`config.mk`:
```
export PLATFORM = sky130hd
export DESIGN_NAME = wakeup_router
export DESIGN_NICKNAME = d
export VERILOG_FILES = /design/src/rtl/wkup_pkg.sv /design/src/rtl/wkup_edge.sv /design/src/rtl/wkup_bank.sv /design/src/rtl/wakeup_router.sv
export SDC_FILE = /design/constraint.sdc
export NUM_CORES = 1
export LEC_CHECK = 0
export ABC_AREA = 1
export BUFFER_PORTS_ARGS = -buffer_cell sky130_fd_sc_hd__buf_4
export CORE_UTILIZATION = 50
export CTS_BUF_LIST = sky130_fd_sc_hd__clkbuf_8
export DETAILED_ROUTE_END_ITERATION = 7
export PLACE_DENSITY = 0.77
export SLEW_MARGIN = 20
export SYNTH_ARGS = -nofsm -noshare
export SYNTH_HDL_FRONTEND = slang
export SYNTH_SLANG_ARGS = --single-unit
```
`constraint.sdc`:
```
create_clock -name clk -period 1.22 [get_ports clk]
set_input_delay 0.183 -clock clk [delete_from_list [all_inputs] [get_ports clk]]
set_output_delay 0.183 -clock clk [all_outputs]
set_load 0.03 [all_outputs]
```
`src/rtl/wkup_pkg.sv`:
```
// Shared register offsets and address field widths for the wake-up router.
// Assumes each bank decodes a 3-bit offset inside its own address window.
package wkup_pkg;
    localparam int OFF_W    = 3;
    localparam int OFF_PEND = 0;
    localparam int OFF_CLR  = 1;
    localparam int OFF_EN   = 2;
    localparam int OFF_POL  = 3;
    localparam int OFF_SEL  = 4;

    typedef logic [OFF_W-1:0] reg_off_t;
endpackage

```
`src/rtl/wkup_edge.sv`:
```
// Synchronizes a vector of asynchronous wake-up pins and flags the chosen edge.
// Assumes STAGES >= 2. A polarity bit of 0 selects rising edges and 1 selects falling.
// det is combinational from the last synchronizer stage and its delayed copy.
module wkup_edge #(
    parameter int WIDTH  = 16,
    parameter int STAGES = 2
) (
    input  logic             clk,
    input  logic             rst_n,
    input  logic [WIDTH-1:0] pin,
    input  logic [WIDTH-1:0] pol,
    output logic [WIDTH-1:0] det
);
    logic [STAGES-1:0][WIDTH-1:0] chain;
    logic [WIDTH-1:0]             last;
    logic [WIDTH-1:0]             synced;

    assign synced = chain[STAGES-1];

    // Shift pins through the synchronizer and keep one delayed copy for edge detection
    always_ff @(posedge clk) begin
        if (!rst_n) begin
            chain <= '0;
            last  <= '0;
        end else begin
            chain <= {chain[STAGES-2:0], pin};
            last  <= synced;
        end
    end

    // Pick rising or falling transitions per channel
    always_comb begin
        det = (synced & ~last & ~pol) | (~synced & last & pol);
    end
endmodule

```
`src/rtl/wkup_bank.sv`:
```
// One bank of wake-up channels: pending, enable, polarity and routing registers,
// the local read mux, and the OR-combining into the bank's request lines.
// Assumes CH == DW (one pending bit per data bit) and that 2-bit fields pack evenly.
module wkup_bank
    import wkup_pkg::*;
#(
    parameter int CH  = 16,
    parameter int REQ = 4,
    parameter int DW  = 16
) (
    input  logic           clk,
    input  logic           rst_n,
    input  logic [CH-1:0]  det,
    input  logic           wr_stb,
    input  reg_off_t       off,
    input  logic [DW-1:0]  wr_data,
    output logic [CH-1:0]  pol,
    output logic [DW-1:0]  rd_word,
    output logic [REQ-1:0] irq
);
    localparam int SEL_W     = $clog2(REQ);
    localparam int PER_WORD  = DW / SEL_W;
    localparam int SEL_WORDS = CH / PER_WORD;

    logic [CH-1:0]             pend;
    logic [CH-1:0]             en;
    logic [CH-1:0][SEL_W-1:0]  sel;
    logic [CH-1:0]             set_mask;
    logic [CH-1:0]             clr_mask;
    logic [CH-1:0]             live;

    // Decode set and clear masks from the write strobe
    always_comb begin
        set_mask = (wr_stb && off == reg_off_t'(OFF_PEND)) ? wr_data[CH-1:0] : '0;
        clr_mask = (wr_stb && off == reg_off_t'(OFF_CLR))  ? wr_data[CH-1:0] : '0;
    end

    // Latch triggers and software sets; a set in the same cycle overrides a clear
    always_ff @(posedge clk) begin
        if (!rst_n) pend <= '0;
        else        pend <= (pend & ~clr_mask) | det | set_mask;
    end

    // Hold enable and polarity words
    always_ff @(posedge clk) begin
        if (!rst_n) begin
            en  <= '0;
            pol <= '0;
        end else if (wr_stb) begin
            if (off == reg_off_t'(OFF_EN))  en  <= wr_data[CH-1:0];
            if (off == reg_off_t'(OFF_POL)) pol <= wr_data[CH-1:0];
        end
    end

    // One select word per group of PER_WORD channels
    for (genvar w = 0; w < SEL_WORDS; w++) begin : g_selw
        // Update the routing fields of this word
        always_ff @(posedge clk) begin
            if (!rst_n) begin
                for (int j = 0; j < PER_WORD; j++) sel[w*PER_WORD+j] <= '0;
            end else if (wr_stb && off == reg_off_t'(OFF_SEL + w)) begin
                for (int j = 0; j < PER_WORD; j++)
                    sel[w*PER_WORD+j] <= wr_data[j*SEL_W +: SEL_W];
            end
        end
    end

    // Select the addressed word for the read port
    always_comb begin
        rd_word = '0;
        case (off)
            reg_off_t'(OFF_PEND): rd_word[CH-1:0] = pend;
            reg_off_t'(OFF_EN):   rd_word[CH-1:0] = en;
            reg_off_t'(OFF_POL):  rd_word[CH-1:0] = pol;
            default: begin
                for (int w = 0; w < SEL_WORDS; w++)
                    if (off == reg_off_t'(OFF_SEL + w))
                        for (int j = 0; j < PER_WORD; j++)
                            rd_word[j*SEL_W +: SEL_W] = sel[w*PER_WORD+j];
            end
        endcase
    end

    assign live = pend & en;

    // One OR tree per request line
    for (genvar r = 0; r < REQ; r++) begin : g_req
        logic [CH-1:0] hit;
        // Mark channels routed to this line
        always_comb begin
            for (int c = 0; c < CH; c++) hit[c] = live[c] && (sel[c] == SEL_W'(r));
        end
        assign irq[r] = |hit;
    end


    sw_set_chk: assert property (@(posedge clk) disable iff (!rst_n)
        (|set_mask) |=> ((pend & $past(set_mask)) == $past(set_mask)));

    sw_clr_chk: assert property (@(posedge clk) disable iff (!rst_n)
        (|clr_mask) |=> ((pend & $past(clr_mask & ~det & ~set_mask)) == '0));

    set_wins_chk: assert property (@(posedge clk) disable iff (!rst_n)
        (|det) |=> ((pend & $past(det)) == $past(det)));

    hold_chk: assert property (@(posedge clk) disable iff (!rst_n)
        (clr_mask == '0) |=> (($past(pend) & ~pend) == '0));

    quiet_chk: assert property (@(posedge clk) disable iff (!rst_n)
        ((pend & en) == '0) |-> (irq == '0));
endmodule

```
`src/rtl/wakeup_router.sv`:
```
// Top of the wake-up interrupt router: one synchronizer/edge stage and one
// register bank per group of channels, a shared write decode and a registered read port.
// Assumes NUM_BANKS >= 2 so that the bank field of the address is at least one bit.
module wakeup_router
    import wkup_pkg::*;
#(
    parameter int NUM_BANKS    = 2,
    parameter int CH_PER_BANK  = 16,
    parameter int REQ_PER_BANK = 4,
    parameter int DATA_W       = 16,
    parameter int SYNC_STAGES  = 2,
    localparam int NUM_CH      = NUM_BANKS * CH_PER_BANK,
    localparam int NUM_REQ     = NUM_BANKS * REQ_PER_BANK,
    localparam int BANK_W      = $clog2(NUM_BANKS),
    localparam int ADDR_W      = BANK_W + OFF_W
) (
    input  logic               clk,
    input  logic               rst_n,
    input  logic [NUM_CH-1:0]  wk_in,
    input  logic               wr_en,
    input  logic               rd_en,
    input  logic [ADDR_W-1:0]  addr,
    input  logic [DATA_W-1:0]  wr_data,
    output logic [DATA_W-1:0]  rd_data,
    output logic [NUM_REQ-1:0] irq
);
    logic [NUM_BANKS-1:0][DATA_W-1:0] bank_word;
    logic [BANK_W-1:0]                bank_idx;
    reg_off_t                         off;

    assign bank_idx = addr[ADDR_W-1:OFF_W];
    assign off      = addr[OFF_W-1:0];

    for (genvar b = 0; b < NUM_BANKS; b++) begin : g_bank
        logic [CH_PER_BANK-1:0] det;
        logic [CH_PER_BANK-1:0] pol;
        logic                   stb;

        assign stb = wr_en && (bank_idx == BANK_W'(b));

        wkup_edge #(
            .WIDTH  (CH_PER_BANK),
            .STAGES (SYNC_STAGES)
        ) u_edge (
            .clk   (clk),
            .rst_n (rst_n),
            .pin   (wk_in[b*CH_PER_BANK +: CH_PER_BANK]),
            .pol   (pol),
            .det   (det)
        );

        wkup_bank #(
            .CH  (CH_PER_BANK),
            .REQ (REQ_PER_BANK),
            .DW  (DATA_W)
        ) u_bank (
            .clk     (clk),
            .rst_n   (rst_n),
            .det     (det),
            .wr_stb  (stb),
            .off     (off),
            .wr_data (wr_data),
            .pol     (pol),
            .rd_word (bank_word[b]),
            .irq     (irq[b*REQ_PER_BANK +: REQ_PER_BANK])
        );
    end

    // Register the addressed word on a read strobe and hold it otherwise
    always_ff @(posedge clk) begin
        if (!rst_n)
            rd_data <= '0;
        else if (rd_en)
            rd_data <= (int'(bank_idx) < NUM_BANKS) ? bank_word[bank_idx] : '0;
    end


    reset_quiet_chk: assert property (@(posedge clk)
        (!rst_n) |=> (irq == '0 && rd_data == '0));

    clr_reads_zero_chk: assert property (@(posedge clk) disable iff (!rst_n)
        (rd_en && off == reg_off_t'(OFF_CLR)) |=> (rd_data == '0));

    rd_hold_chk: assert property (@(posedge clk) disable iff (!rst_n)
        (!rd_en) |=> $stable(rd_data));
endmodule

```
# Word level (Yosys, flattened, before mapping)
# Index checks and enable logic that the tools add are counted.
# Widths: inputs -> output; s select.
# totals
ff_bits,272
input_bits,56
# classes
magnitude_cmp,1
bitwise_logic,27
n_mux,12
n_eq_ne,101
n_reduce_logical,183
# op_table
operator,count
$and 16x16->16,12
$mux 16,10
$logic_and 1x1->1,138
$eq 2x2->1 const B,64
$not 16->16,8
$reduce_or 16->1,8
$or 16x16->16,6
$pmux 16 s3,2
$eq 2x1->1 const B,32
$logic_not 2->1,32
$reduce_and 2->1,4
$eq 3x2->1 const B,2
$eq 3x3->1 const B,2
$eq 3x1->1 const B,1
$logic_not 3->1,1
$lt 1x2->1 const B,1
$not 1->1,1

# Depth between registers and ports, before layout
# depth
word_depth,8
mapped_depth,11
depth_no_buf,9

# Cells and area by module
# A second synthesis with hierarchy kept.
# hier_totals
hier_cells,2229
hier_area_um2,13640.6
# modules_own_cells
mod,seq_area_each_um2,cells_per_inst,n_inst,area_per_inst_um2
wkup_bank,1601.5,799,2,4613.2
wkup_edge,960.9,245,2,1761.7
wakeup_router,320.3,141,1,890.9

# Least setup slack after synthesis
# Ideal clock, no wire load.
# synth_path
kind,input -> register
from,input port addr[2]
to,register rd_data[5]
slack_ps,-36
stages,10
setup_ps,117
path_buffers,4
arrival_time_ps,1139
cell_sequence,buf_6 -> inv_4 -> buf_4 -> nand2_1 -> buf_4 -> buf_4 -> nand3_1 -> nand2_1 -> nor2_1 -> nor2_1
# synth_via
elab_chain_len,6
elab_cells_between_ends,13
# synth_lines
item,line_no,rtl
"start, declared",wakeup_router.sv:22,"input logic [ADDR_W-1:0] addr,"
$eq 3x3->1,wkup_bank.sv:77,if (off == reg_off_t'(OFF_SEL + w))
$mux 16 (2 in a row),wkup_bank.sv:77,
$pmux 16 s3,wkup_bank.sv:71,case (off)
$mux 16 (not written as such) * (2 in a row),wakeup_router.sv:74,rd_data <= (int'(bank_idx) < NUM_BANKS) ? bank_word[bank_idx] : '0;
"end signal, assigned",wakeup_router.sv:74,
"end, declared",wakeup_router.sv:24,"output logic [DATA_W-1:0] rd_data,"
# Mark *: on every way between the ends. The rest lies on a longest branch, timed or not. The select of a mux whose other input is x is not followed.
# A chain may end at the register's enable or synchronous reset.

# Final worst setup path
# layout_path
from,register g_bank[1].u_bank.pend[2]
to,output port irq[6]
# layout_via
elab_chain_len,3
# layout_lines
item,line_no,rtl
"start, declared",wkup_bank.sv:25,logic [CH-1:0] pend;
"start signal, assigned",wkup_bank.sv:41,else pend <= (pend & ~clr_mask) | det | set_mask;
$and 16x16->16,wkup_bank.sv:84,assign live = pend & en;
$logic_and 1x1->1,wkup_bank.sv:91,for (int c = 0; c < CH; c++) hit[c] = live[c] && (sel[c] == SEL_W'(r));
$reduce_or 16->1,wkup_bank.sv:93,assign irq[r] = |hit;
"end, declared",wakeup_router.sv:25,output logic [NUM_REQ-1:0] irq
# Every way passes these cells.

==> results.cfg <==
[synthesis]
syn_inst = 1791
syn-num-nets = 1847
ys_seq_area_share_pct = 43.7
synthTopCellsByCount = 291 x nand2_1, 272 x dfxtp_1, 270 x inv_1, 236 x nand3_1, 190 x o21ai_0
async_flop_share_pct = 0
netlist_area_mm2 = 0.0125
synth_most_common_cell = nand2_1
yosys_register_bits = 272
synth_edf_count = 0
yosys.area.top_type = dfxtp_1
synthTopCellsByArea = dfxtp_1 44%, nand3_1 9.5%, nand2_1 8.8%
ys_warn_count = 0
synth_cell_type_count = 29
synth_ff_type = dfxtp_1
netlist.area_leader.share_pct = 43.7
avgSynthCellArea_um2 = 6.96

[route]
ant_nets = 0
drc = 0
first_pass_iters = 7
wl_um = 51800
wl_per_cell_um = 20.9
vias_per_cell = 5.73
dr.first_iter.drc_count = 1684
vias = 14211

[layout]
final_nets = 2177
syn_to_final_growth_pct = 40.3
drive_gt1_share_pct = 31.9
final_area_mm2 = 0.0175
fin_cells = 2482

[worst_setup_path]
worstPathArrival_ns = 1.72
crit_type = flop to output pin
critPathMaxFanout = 4
crit_path_end_kind = output pin
cp.required_ns = 1.04
worst_setup_path_start_kind = flop

[placement]
post-place-cells = 2356
place_area_mm2 = 0.0153
dp_slack_ns = -0.333
gp_congestion = 1.03
place_hpwl_um = 36400
portBuffers = 79

[grt]
grt_pass1_wl_um = 77100
grt-ovfl-total = 0
antenna_found_initial = 3
grt_pass1_vias = 13364
track_usage_pct = 39.9
grt_max_degree = 49

[clocking]
clkTransAtPathRegs_ns = 0.07
cts_tree = yes
clockRootBuffer = clkbuf_8
tritoncts.num_buffers = 46
h-tree-depth = 2
insertion_delay_ns = 0.60
clock_path_buffers = 3
cts_sinks = 272

[sta]
drv_slew = 0
setup_viol_count_final = 23
tightest_slew_ns = 0.621
min_period_ns = 1.90
period_share_pct = 156
slew_headroom_pct = 58.6
fmax_ghz = 0.525
rsz0062_at_grt = true
final-hold-violation-count = 0
fin_skew_ns = 0.0268
worst_slack_ns = -0.684

[status]
status = complete, but fails checks
violations = setup timing

[floorplanning]
initial_core_util_pct = 51.1
ios = 80
die-area_mm2 = 0.0256
fp-row-count = 57
die_y_um = 160
die_w_um = 160
core_area_mm2 = 0.0244

[flow_run]
max_cap_violations = 0

[power_and_ir_drop]
p_total_mw = 20.7
ir_worst_vdd_mv = 1.01
powerDensity_mw_per_mm2 = 1180
p_leak_nw = 8.29

[min_path]
holdCritPathClass = primary input to flop
cells in the final DEF (no fill, tap or decap), drive strengths merged:
master,count
buf,342
nand2,292
inv,290
dfxtp,272
nand3,239
o21ai,215
a21oi,171
nor2,99
nand4,67
clkbuf,59
dlygate4sd3,38
or2,21
a31oi,19
nor3,9
clkinv,8
o2111ai,5
o21bai,5
diode,2
o31ai,2
a32oi,1
clkinvlp,1
bufinv,1
final cells by class:
class	instances	area (um^2)
fillers	1980	6900
multi-input cells	1145	6010
flip-flops and latches	272	5600
repair buffers	380	3440
inverters	276	1070
clock buffers	59	812
well taps	324	405
clock inverters	24	153
diodes	2	5.00
worst max-delay path, stage by stage, from the launching register on:
cell,delay [ns]
dfxtp_2,0.34
nand2_4,0.10
inv_4,0.06
nand3_2,0.06
nand4_1,0.12
nor2_1,0.14
nand4_1,0.14
buf_6,0.18
metrics by stage:
step / hold slack (ns) / util, % / setup TNS (ns)
after floorplan: 0.276 / - / 0
after global placement: 0.360 / 62.9 / -25.68
after detailed placement: 0.367 / 62.9 / -29.23
after CTS: 0.000290 / 70.4 / -5.83
after global routing: 0.0331 / 71.7 / -6.49
final: 0.0300 / 71.7 / -5.87
routing by layer:
metal | track usage, % | wire length (um) | vias up
li1 | - | - | 6572
met1 | 51.9 | 20200 | 6560
met2 | 61.3 | 22400 | 882
met3 | 8.21 | 5810 | 195
met4 | 23.3 | 3360 | 2
met5 | 0 | 11 | -
final timing paths:
| kind | from | end | slack [ns] | cells past startpoint |
|---|---|---|---|---|
| worst max register to register | g_bank[1].u_bank.sel[8] | rd_data[8] | 0.03 | 7 |
| worst max-delay path | g_bank[1].u_bank.pend[2] | irq[6] | -0.68 | 7 |
| worst min-delay path | rd_en | rd_data[11] | 0.03 | 4 |
| worst min register to register | g_bank[1].u_edge.chain[6] | g_bank[1].u_edge.synced[6] | 0.41 | 2 |
repair_timing:
item	in CTS	in global routing
endpoints found under the hold margin	48	0
hold buffers	38	0
resized for setup	203	108
endpoints found under the setup margin	25	44
setup buffers	2	2
gates cloned	0	0
pin swaps	53	50
flip-flops by register name (all words and copies together), names as in the netlist:
register              count
g_bank.u_edge.synced     32
rd_data                  16
g_bank.u_bank.pol        32
g_bank.u_bank.pend       32
g_bank.u_edge.chain      32
g_bank.u_edge.last       32
g_bank.u_bank.en         32
g_bank.u_bank.sel        64
logic make-up after synthesis:
logic type             Yosys count  synth area share (%)
AO/OA/AOI/OAI                  418                  17.3
buffers and inverters          374                  12.2
flip-flops                     272                  43.7
AND/OR/NAND/NOR                727                  26.8
where the power goes:
part,switching (mW),leakage [nW],internal [mW],total (mW)
Combinational,1.55,5.47,1.12,2.67
Clock,3.97,0.550,4.58,8.56
Sequential,0.266,2.27,9.22,9.49
Total,5.79,8.29,14.9,20.7
Note: power is estimated with default switching activity, not from simulation.
